<file path="config.mk">
export PLATFORM = sky130hd
export DESIGN_NAME = bit_tick_sel
export DESIGN_NICKNAME = d
export VERILOG_FILES = /design/src/rtl/bit_tick_pkg.sv /design/src/rtl/tick_route.sv /design/src/rtl/bit_accum.sv /design/src/rtl/bit_tick_sel.sv
export SDC_FILE = /design/constraint.sdc
export NUM_CORES = 1
export LEC_CHECK = 0
export BUFFER_PORTS_ARGS = -buffer_cell sky130_fd_sc_hd__buf_2
export CORE_MARGIN = 5
export CORE_UTILIZATION = 66
export CTS_BUF_LIST = sky130_fd_sc_hd__clkbuf_4 sky130_fd_sc_hd__clkbuf_8
export CTS_CLUSTER_DIAMETER = 60
export DETAILED_ROUTE_END_ITERATION = 8
export PLACE_DENSITY_LB_ADDON = 0.12
export SLEW_MARGIN = 30
export SYNTH_ARGS = -nofsm -noshare
export SYNTH_HDL_FRONTEND = slang
export SYNTH_HIERARCHICAL = 1
export SYNTH_SLANG_ARGS = --single-unit
</file>
<file path="constraint.sdc">
create_clock -name clk -period 7 [get_ports clk]
set_clock_uncertainty 0.05 [all_clocks]
set_input_delay 0.35 -clock clk [delete_from_list [all_inputs] [get_ports clk]]
set_output_delay 0.35 -clock clk [all_outputs]
set_load 0.01 [all_outputs]
</file>
<file path="src/rtl/bit_tick_pkg.sv">
package bit_tick_pkg;
  typedef enum logic [1:0] {
    SER_SHIFT  = 2'b00,
    SER_VAR8   = 2'b01,
    SER_FIXED9 = 2'b10,
    SER_VAR9   = 2'b11
  } ser_mode_e;

  function automatic logic mode_uses_timer(input logic [1:0] m);
    return m[0];
  endfunction
endpackage

</file>
<file path="src/rtl/tick_route.sv">
module tick_route
  import bit_tick_pkg::*;
(
  input  logic [1:0] mode,
  input  logic       use_t2,
  input  logic       osc_tick,
  input  logic       t1_ovf,
  input  logic       t2_ovf,
  output logic       tick
);
  always_comb begin
    if (mode_uses_timer(mode)) tick = use_t2 ? t2_ovf : t1_ovf;
    else                       tick = osc_tick;
  end
endmodule

</file>
<file path="src/rtl/bit_accum.sv">
module bit_accum #(
  parameter int ACC_W = 6
) (
  input  logic             clk,
  input  logic             rst,
  input  logic             busy,
  input  logic             tick,
  input  logic [ACC_W-1:0] div,
  output logic             strobe
);
  localparam int SUM_W = ACC_W + 1;

  logic [ACC_W-1:0] acc_q;
  logic [SUM_W-1:0] sum;
  logic [SUM_W-1:0] div_ext;

  assign sum     = {1'b0, acc_q} + SUM_W'(1);
  assign div_ext = {1'b0, div};

  always_ff @(posedge clk) begin
    if (rst || !busy) begin
      acc_q  <= '0;
      strobe <= 1'b0;
    end else if (tick) begin
      if (sum >= div_ext) begin
        acc_q  <= ACC_W'(sum - div_ext);
        strobe <= 1'b1;
      end else begin
        acc_q  <= ACC_W'(sum);
        strobe <= 1'b0;
      end
    end else begin
      strobe <= 1'b0;
    end
  end

  assert_idle_quiet_R7: assert property (@(posedge clk) disable iff (rst)
    !busy |=> !strobe);
  assert_one_wide_R9: assert property (@(posedge clk) disable iff (rst)
    strobe |=> !strobe);
  assert_tick_needed_R8: assert property (@(posedge clk) disable iff (rst)
    !tick |=> !strobe);
endmodule

</file>
<file path="src/rtl/bit_tick_sel.sv">
module bit_tick_sel
  import bit_tick_pkg::*;
#(
  parameter int DIV_SHIFT = 12,
  parameter int DIV_FAST  = 16,
  parameter int DIV_SLOW  = 32
) (
  input  logic       clk,
  input  logic       rst,
  input  logic [1:0] mode,
  input  logic       rate_dbl,
  input  logic       tx_use_t2,
  input  logic       rx_use_t2,
  input  logic       osc_tick,
  input  logic       t1_ovf,
  input  logic       t2_ovf,
  input  logic       tx_busy,
  input  logic       rx_busy,
  output logic       tx_strobe,
  output logic       rx_strobe
);
  localparam int ACC_W  = $clog2(DIV_SLOW + 1);
  localparam int NPATH  = 2;

  logic [ACC_W-1:0] div;
  logic [NPATH-1:0] sel_t2, busy, tick, strobe;

  always_comb begin
    if (ser_mode_e'(mode) == SER_SHIFT) div = ACC_W'(DIV_SHIFT);
    else if (rate_dbl)                  div = ACC_W'(DIV_FAST);
    else                                div = ACC_W'(DIV_SLOW);
  end

  assign sel_t2 = {rx_use_t2, tx_use_t2};
  assign busy   = {rx_busy, tx_busy};

  for (genvar p = 0; p < NPATH; p++) begin : g_path
    tick_route u_route (
      .mode     (mode),
      .use_t2   (sel_t2[p]),
      .osc_tick (osc_tick),
      .t1_ovf   (t1_ovf),
      .t2_ovf   (t2_ovf),
      .tick     (tick[p])
    );
    bit_accum #(.ACC_W(ACC_W)) u_acc (
      .clk    (clk),
      .rst    (rst),
      .busy   (busy[p]),
      .tick   (tick[p]),
      .div    (div),
      .strobe (strobe[p])
    );
  end

  assign tx_strobe = strobe[0];
  assign rx_strobe = strobe[1];

  // oscillator modes ignore both timers
  assert_osc_modes_R2: assert property (@(posedge clk) disable iff (rst)
    (!mode[0] && !osc_tick) |=> (!tx_strobe && !rx_strobe));
  assert_tx_source_R4: assert property (@(posedge clk) disable iff (rst)
    (mode[0] && !(tx_use_t2 ? t2_ovf : t1_ovf)) |=> !tx_strobe);
  assert_rx_source_R5: assert property (@(posedge clk) disable iff (rst)
    (mode[0] && !(rx_use_t2 ? t2_ovf : t1_ovf)) |=> !rx_strobe);
endmodule

</file>
Word-level counts from Yosys, hierarchy flattened
Index checks and enable logic that the tools add are counted.
{"block": "totals", "register_bits": 14, "in_bits": 12, "output_inout_bits": 2, "wordCells": 29}
{"block": "op_classes", "addsub": 4, "n_lt_le_gt_ge": 2, "mux": 10, "bitwise_logic": 2, "n_reduce_logical": 7}
{"cell": "two-way mux 6 bit", "count": 4}
{"cell": "adder 6 x 1 -> 7 bit, second input constant", "count": 2}
{"cell": ">= comparator 7 x 6 -> 1 bit", "count": 2}
{"cell": "subtractor 6 bit", "count": 2}
{"cell": "two-way mux 1 bit", "count": 6}
{"cell": "OR reduction 2 bit", "count": 2}
{"cell": "logical NOT 1 bit", "count": 2}
{"cell": "logical NOT 2 bit", "count": 1}
{"cell": "logical OR 1 bit", "count": 2}
{"cell": "NOT 1 bit", "count": 2}

Logic depth before layout (Yosys ltp)
Gate-level depths: netlist (run 1).
{"block": "logic_depth", "depth_word": 4, "depth_mapped": 10, "depth_no_buf": 9}

By module
Netlist (run 1), hierarchy kept.
{"mod": "bit_accum", "n_inst": 2, "cells_each": 82, "area_per_inst_um2": 685.7, "seq_area_each_um2": 140.1}
{"mod": "tick_route", "n_inst": 2, "cells_each": 3, "area_per_inst_um2": 18.8, "seq_area_each_um2": 0.0}
{"mod": "bit_tick_sel", "n_inst": 1, "cells_each": 4, "area_per_inst_um2": 25.0, "seq_area_each_um2": 0.0}

Worst setup path after synthesis (run 1)
OpenSTA, ideal clock, no wires.
{"block": "synth_path", "kind": "reg2reg", "from": "register g_path[0].u_acc.acc_q[0]", "to": "register g_path[0].u_acc.acc_q[2]", "setup_time_ns": 0.125, "arrival_time_ns": 2.113, "required_ns": 6.825, "setup_slack_ns": 4.712, "path_stages_with_launch": 11, "n_path_buf": 1, "synth_period_minus_slack_ns": 2.288, "cell_sequence": "dfxtp_1 > ha_1 > nand3_1 > xnor2_1 > ha_1 > and2_2 > o21ai_0 > o211a_1 > clkbuf_8 > mux2i_1 > o22ai_1"}
{"block": "synth_via", "elab_chain_cells": 3, "word_cells_on_any_way": 4, "cone_classes": "2 x add/sub; 1 x order compare; 1 x mux"}
{"item": "start: declaration", "line_no": "bit_accum.sv:13", "source": "logic [ACC_W-1:0] acc_q;"}
{"item": "start signal: assignment", "line_no": "bit_accum.sv:26", "source": "acc_q <= ACC_W'(sum - div_ext);"}
{"item": "start signal: assignment", "line_no": "bit_accum.sv:29", "source": "acc_q <= ACC_W'(sum);"}
{"item": "adder 6 x 1 -> 7 bit (*)", "line_no": "bit_accum.sv:17", "source": "assign sum = {1'b0, acc_q} + SUM_W'(1);"}
{"item": "subtractor 6 bit / >= comparator 7 x 6 -> 1 bit (equally long branches)", "line_no": "bit_accum.sv:26, bit_accum.sv:25"}
{"item": "two-way mux 6 bit (*)", "line_no": "bit_accum.sv:25", "source": "if (sum >= div_ext) begin"}
Mark *: on every way between the ends. The rest lies on a longest branch, timed or not.
A chain may end at the register's enable or synchronous reset.

Worst setup path in the final report (run 1)
{"block": "layout_path", "from": "register g_path[0].u_acc.acc_q[0]", "to": "register g_path[0].u_acc.acc_q[0]"}
Same word-level chain as after synthesis.

==> out/results.ini, run 1 <==
[outcome]
outcome = finished clean

[final_layout]
diodes = 0
final-seq-area_um2 = 280.3
multi_input_area_mm2 = 0.001065
fin_nets = 219
drive_gt1_share_pct = 13.16
final_cell_area_mm2 = 0.001533
n_fill_cell = 144
area_growth_pct = 6.894

[clock_tree]
cts_inserted_buffers = 3
root_buffer = clkbuf_4
worstSkewPairLatency_ns = 0.27
htree_levels = 1
cts_resized = 0
clockBufferDepth = 2
clk_pin_slew_worst_paths_ns = 0.08
cts_sinks = 14
cts_tree = built
post_cts_buffers = 0
cts_hold_buf = 0

[placed_design]
dpl-instance-area_mm2 = 0.001496
dpl_worst_slack_ns = 4.188
port_buffers = 13
routabilityCongestion = 0.8127
hpwl_mm = 2.365

[run]
cap_violations = 0

[power_and_ir_drop]
p_int_mw = 0.1620
power.net_switching_mw = 0.08316
combPwrFrac_pct = 40.6
p_per_area_mw_per_mm2 = 159.9
clkPwrFrac_pct = 23.0
peakVddDrop_mv = 0.1638
netSwitchingFraction_pct = 33.93
seq_power_share_pct = 36.3
p_leak_nw = 0.7240

[detailed_routing]
drtPass1Iterations = 4
remaining_drc_errors = 0
avgViaCountPerCell = 6.028
drtAntennaViolNets = 0
dr_total_vias = 1308
wirelength_mm = 2.925
first_iter_violations = 50
wl_per_cell_um = 13.48

[yosys]
synth_edf_count = 0
ys_seq_area_share_pct = 19.55
yosysUniqueCellTypes = 33
synth.avg_cell_area_um2 = 8.241
async_flop_share_pct = 0
ys_ff_latch = 14
synthFlopType = dfxtp_1
yosys_warnings = 6
synth_area_leaders = dfxtp_1, ha_1, mux2i_1
synth_area_mm2 = 0.001434
synth_cells = 174
synth_top_cell_by_area = dfxtp_1
synthTopCellsByCount = dfxtp_1, ha_1, inv_1
synth_top_area_share_pct = 19.55

[sta]
layout_min_cycle_time_ns = 2.856
fin_setup_tns_ns = 0
hold_violations = 0
maxSlewViolCount = 0
tightest_slew_ns = 0.6361
worst_slack_ns = 4.144
setup_viol = 0
period_share_pct = 40.81
rsz0062_at_grt = false
max_freq_mhz = 350.1
max_slew_margin_pct = 57.59

[worst_setup_path]
crit_arrival_ns = 3.00
path_class = flip-flop to flip-flop
reg2reg_slack_ns = 4.14
worst-path-buf-inv = 0
max_stage_delay_ns = 0.43
critPathSlowestCell = dfxtp_1
startpoint_type = flip-flop
cp_cell_sequence = ha_1 > nand3_1 > xnor2_1 > ha_1 > and2_2 > o21ai_0 > o211a_1 > mux2_2 > o21ai_0
r2r_end = g_path[0].u_acc/acc_q[0]$_SDFFE_PP0P_
worstReg2RegStart = g_path[0].u_acc/acc_q[0]$_SDFFE_PP0P_
cp.required_ns = 7.14
critPathTopFamily = compound AO/OA/AOI/OAI gates
worst-path-max-fanout = 11
endpoint_kind = flip-flop
ff2ff_path_depth = 9

[floorplan]
die_w_um = 56.61
io_pins = 14
start_util_pct = 70.92
die_area_mm2 = 0.003205
rows = 16
core_area_mm2 = 0.002022
die_h_um = 56.61

[global_routing]
grt_overflow_total = 0
grt_pass1_vias = 1168
antenna_found_initial = 0
grt_max_degree = 12
grt_pass1_wl_mm = 4.940
track_usage_pct = 18.62

[hold_path]
hold_path_depth = 4
hold_path.class = input pin to flip-flop
min_to = g_path[0].u_acc/acc_q[5]$_SDFFE_PP0P_
min_from = rst

power groups by stage:
stage / logic (mW) / clock network [mW] / registers, mW
after global placement: 0.0934 / 0 / 0.0902
after detailed placement: 0.0968 / 0 / 0.0907
after CTS: 0.0975 / 0.0583 / 0.0889
after floorplan: 0.0826 / 0 / 0.0897
after global routing: 0.109 / 0.0615 / 0.0896
final: 0.0996 / 0.0565 / 0.0890
cells by family (layout without fill, tap and decap cells):
kind of cell    after synthesis  in the layout  synth area share [%]
xor+xnor                     12             12                 7.330
fa+ha+maj                    16             16                 15.01
flops                        14             14                 19.55
buf+inv                      18             31                 6.981
mux                          12             12                 8.552
simple gates                 51             51                 18.94
compound gates               50             50                 23.39
other cells                   1              4                0.2615
cell type report:
cell class	count	area share [%]
Multi-Input combinational cell	145	69.47
Sequential cell	14	18.29
Timing Repair Buffer	13	4.245
Inverter	14	3.429
Clock buffer	4	2.367
Tap cell	27	2.204
metal layers:
layer | up-vias | share of wire, % | global-route usage [%]
met2 | 51 | 43 | 26.57
li1 | 653 | - | -
met4 | 0 | 0.65 | 4.746
met3 | 2 | 6.5 | 2.523
met1 | 602 | 50 | 28.77
met5 | - | 0 | 0
registers in the layout, indices dropped and copies added, names as in the netlist:
signal	count
g_path.u_acc/strobe	2
g_path.u_acc/acc_q	12
how the worst max path moves through the flow:
stage	endpoint	slack, ns	from	cells after the start
floorplan	g_path[0].u_acc/acc_q[2]$_SDFFE_PP0P_	4.71	g_path[0].u_acc/acc_q[0]$_SDFFE_PP0P_	10
global placement	g_path[1].u_acc/acc_q[0]$_SDFFE_PP0P_	4.28	g_path[1].u_acc/acc_q[0]$_SDFFE_PP0P_	9
detailed placement	g_path[0].u_acc/acc_q[0]$_SDFFE_PP0P_	4.19	g_path[0].u_acc/acc_q[0]$_SDFFE_PP0P_	9
CTS	g_path[0].u_acc/acc_q[0]$_SDFFE_PP0P_	4.17	g_path[0].u_acc/acc_q[0]$_SDFFE_PP0P_	9
global route	g_path[1].u_acc/acc_q[0]$_SDFFE_PP0P_	3.93	g_path[1].u_acc/acc_q[0]$_SDFFE_PP0P_	9
finish	g_path[0].u_acc/acc_q[0]$_SDFFE_PP0P_	4.14	g_path[0].u_acc/acc_q[0]$_SDFFE_PP0P_	9
tightest hold or removal path: stages:
cell and delay [ns]:
buf_2 0.09, nor2b_1 0.10, o21ai_0 0.09, a31oi_1 0.04
metrics by stage:
stage | util (%) | hold slack, ns | power, mW | cells
after global routing | 75.80 | 0.3918 | 0.2602 | 217
after global placement | 74.01 | 0.4496 | 0.1837 | 213
final | 75.80 | 0.3890 | 0.2451 | 217
after detailed placement | 74.01 | 0.4604 | 0.1875 | 213
after floorplan | - | 0.4312 | 0.1722 | 177
after CTS | 75.80 | 0.3762 | 0.2446 | 217
layout by cell type, fill, tap and decap left out, types with 6 or more instances in the layout:
master   count
ha_1        14
inv_1       14
buf_2       13
xnor2_1      8
mux2i_1     10
nor2_1      13
nand2_1     10
a21oi_1      6
nand3_1      8
a31oi_1      8
o21ai_0     12
dfxtp_1     14
No activity file was read; power rests on OpenSTA's default activity.
==> inputs of run 2 (changes only) <==
--- a/config.mk
+++ b/config.mk
@@ -7,7 +7,7 @@
 export LEC_CHECK = 0
 export BUFFER_PORTS_ARGS = -buffer_cell sky130_fd_sc_hd__buf_2
 export CORE_MARGIN = 5
-export CORE_UTILIZATION = 66
+export CORE_UTILIZATION = 61
 export CTS_BUF_LIST = sky130_fd_sc_hd__clkbuf_4 sky130_fd_sc_hd__clkbuf_8
 export CTS_CLUSTER_DIAMETER = 60
 export DETAILED_ROUTE_END_ITERATION = 8
==> constraint.sdc (replaced) <==
create_clock -name clk -period 2.9 [get_ports clk]
set_clock_uncertainty 0.05 [all_clocks]
set_input_delay 0.145 -clock clk [delete_from_list [all_inputs] [get_ports clk]]
set_output_delay 0.145 -clock clk [all_outputs]
set_load 0.01 [all_outputs]
==> run 2 against run 1 <==
First-iteration DRC count increased by 20%. Design area increased by 1.7%. Total power increased by 140%. Worst setup slack got worse by 3.9 ns. Largest cell class unchanged.
==> out/results.ini, run 2 (synthesis gave the netlist of run 1 again) <==
[outcome]
outcome = finished clean  ; unchanged

[detailed_routing]
met3_wirelength_um = 222  ; was 189 um
dr_total_vias = 1308  ; unchanged
wl_met2_mm = 1.266  ; was 1.262 mm
wirelength_mm = 3.031  ; was 2.925 mm
first_iter_violations = 60  ; was 50
remaining_drc_errors = 0  ; unchanged
top_layer = met4  ; unchanged
m1WireLength_mm = 1.511  ; was 1.454 mm
avgViaCountPerCell = 5.919  ; was 6.028
drtPass1Iterations = 4  ; unchanged
wl_per_cell_um = 13.71  ; was 13.48 um
drtAntennaViolNets = 0  ; unchanged

[worst_setup_path]
startpoint_type = flip-flop  ; unchanged
path_class = flip-flop to flip-flop  ; unchanged
cp.required_ns = 3.01  ; was 7.14 ns
reg2reg_slack_ns = 0.20  ; was 4.14 ns
crit_arrival_ns = 2.80  ; was 3.00 ns
worst-path-max-fanout = 7  ; was 11
endpoint_kind = flip-flop  ; unchanged

[final_layout]
largest_register_ffs = 12  ; unchanged
final_cell_area_mm2 = 0.001559  ; was 0.001533 mm^2
n_fill_cell = 190  ; was 144
area_growth_pct = 8.726  ; was 6.894%
regMostFlops = g_path.u_acc/acc_q  ; unchanged
fin_nets = 222  ; was 219
diodes = 0  ; unchanged
fin_cells = 221  ; was 217
drive_gt1_share_pct = 15.03  ; was 13.16%
reg_top3 = g_path.u_acc/acc_q x12, g_path.u_acc/strobe x2  ; unchanged
final_cell_mix = inv_1, dfxtp_1, nor2_1, ha_1, buf_2  ; was inv_1, ha_1, dfxtp_1

[sta]
period_share_pct = 92.98  ; was 40.81%
fin_setup_tns_ns = 0  ; unchanged
setup_viol = 0  ; unchanged
maxSlewViolCount = 0  ; unchanged
max_slew_margin_pct = 51.35  ; was 57.59%
whs_ns = 0.1936  ; was 0.3890 ns
tightest_slew_ns = 0.7298  ; was 0.6361 ns
rsz0062_at_grt = false  ; unchanged
hold_violations = 0  ; unchanged
max_freq_mhz = 370.9  ; was 350.1 MHz
layout_min_cycle_time_ns = 2.696  ; was 2.856 ns

[clock_tree]
worstSkewPairLatency_ns = 0.27  ; about the same
cts_inserted_buffers = 3  ; unchanged
cts_tree = built  ; unchanged
clk_pin_slew_worst_paths_ns = 0.08  ; about the same
htree_levels = 1  ; unchanged
cts_hold_buf = 0  ; unchanged
root_buffer = clkbuf_4  ; unchanged
post_cts_buffers = 0  ; unchanged
clockBufferDepth = 2  ; unchanged
cts_sinks = 14  ; unchanged

[floorplan]
die_w_um = 58.49  ; was 56.61 um
die_h_um = 58.49  ; was 56.61 um
rows = 17  ; was 16
io_pins = 14  ; unchanged
start_util_pct = 64.20  ; was 70.92%
core_area_mm2 = 0.002233  ; was 0.002022 mm^2
die_area_mm2 = 0.003421  ; was 0.003205 mm^2

[global_routing]
grt_max_degree = 11  ; was 12
grt_pass1_wl_mm = 5.416  ; was 4.940 mm
grt_overflow_total = 0  ; unchanged
track_usage_pct = 19.66  ; was 18.62%
antenna_found_initial = 0  ; unchanged
grt_pass1_vias = 1261  ; was 1,168

[placed_design]
port_buffers = 13  ; unchanged
hpwl_mm = 2.442  ; was 2.365 mm
routabilityCongestion = 0.8691  ; was 0.8127
dpl-instance-area_mm2 = 0.001520  ; was 0.001496 mm^2
dp_cells = 217  ; was 213

[run]
cap_violations = 0  ; unchanged

[power_and_ir_drop]
p_leak_nw = 0.7344  ; was 0.7240 nW
p_per_area_mw_per_mm2 = 385.1  ; was 159.9 mW/mm^2
peakVddDrop_mv = 0.3252  ; was 0.1638 mV

[hold_path]
hold_path.class = input pin to flip-flop  ; unchanged

==> run 2: stage by stage <==
| stage | setup slack, ns | utilization, % | power [mW] |
|---|---|---|---|
| after floorplan | 0.6123 | - | 0.4157 |
| after global placement | 0.3512 | 68.07 | 0.4534 |
| after detailed placement | 0.2134 | 68.07 | 0.4618 |
| after CTS | 0.1944 | 69.69 | 0.5970 |
| after global routing | 0.01845 | 69.80 | 0.6476 |
| final | 0.2037 | 69.80 | 0.6004 |
==> run 2: path summary, 6_finish.rpt <==
path,startpoint,to,cells after the start
worst min-delay path,rst,g_path[1].u_acc/acc_q[4]$_SDFFE_PP0P_,4
worst max register to register,g_path[1].u_acc/acc_q[0]$_SDFFE_PP0P_,g_path[1].u_acc/acc_q[2]$_SDFFE_PP0P_,10
worst max-delay path,g_path[1].u_acc/acc_q[0]$_SDFFE_PP0P_,g_path[1].u_acc/acc_q[2]$_SDFFE_PP0P_,10
worst min register to register,g_path[1].u_acc/acc_q[4]$_SDFFE_PP0P_,g_path[1].u_acc/acc_q[4]$_SDFFE_PP0P_,2
==> run 2: routing by layer <==
layer  up-vias  track usage, %
li1        661               -
met1       598           28.97
met2        45           29.98
met3         4           3.070
met4         0           4.305
met5         -               0
==> run 2: final cells by class <==
type / count / area (um^2) / share of cell area [%]
tap: 28 / 35.03 / 2.247
timing repair buffer: 16 / 87.58 / 5.618
sequential: 14 / 280.3 / 17.98
clock buffer: 4 / 36.28 / 2.327
inverter: 14 / 52.55 / 3.371
multi-input combinational: 145 / 1067 / 68.46
==> run 2: report_power, final <==
part,total (mW),switching (mW),internal (mW)
logic,0.250,0.129,0.121
clock network,0.135,0.0590,0.0763
registers,0.215,0.0124,0.202
total,0.600,0.201,0.400
==> run 2: what timing repair did <==
item,in CTS,in global routing
setup endpoints to repair,0,2
gates resized for setup,0,1
hold endpoints to repair,0,0
==> run 2: critical path, cell delays in order, from the launching register on <==
cell and delay, ns:
dfxtp_1 0.43, ha_2 0.24, nand3_1 0.13, xnor2_1 0.16
ha_1 0.34, and2_2 0.22, o21ai_0 0.18, o211a_1 0.30
buf_4 0.19, mux2i_1 0.23, o22ai_1 0.09
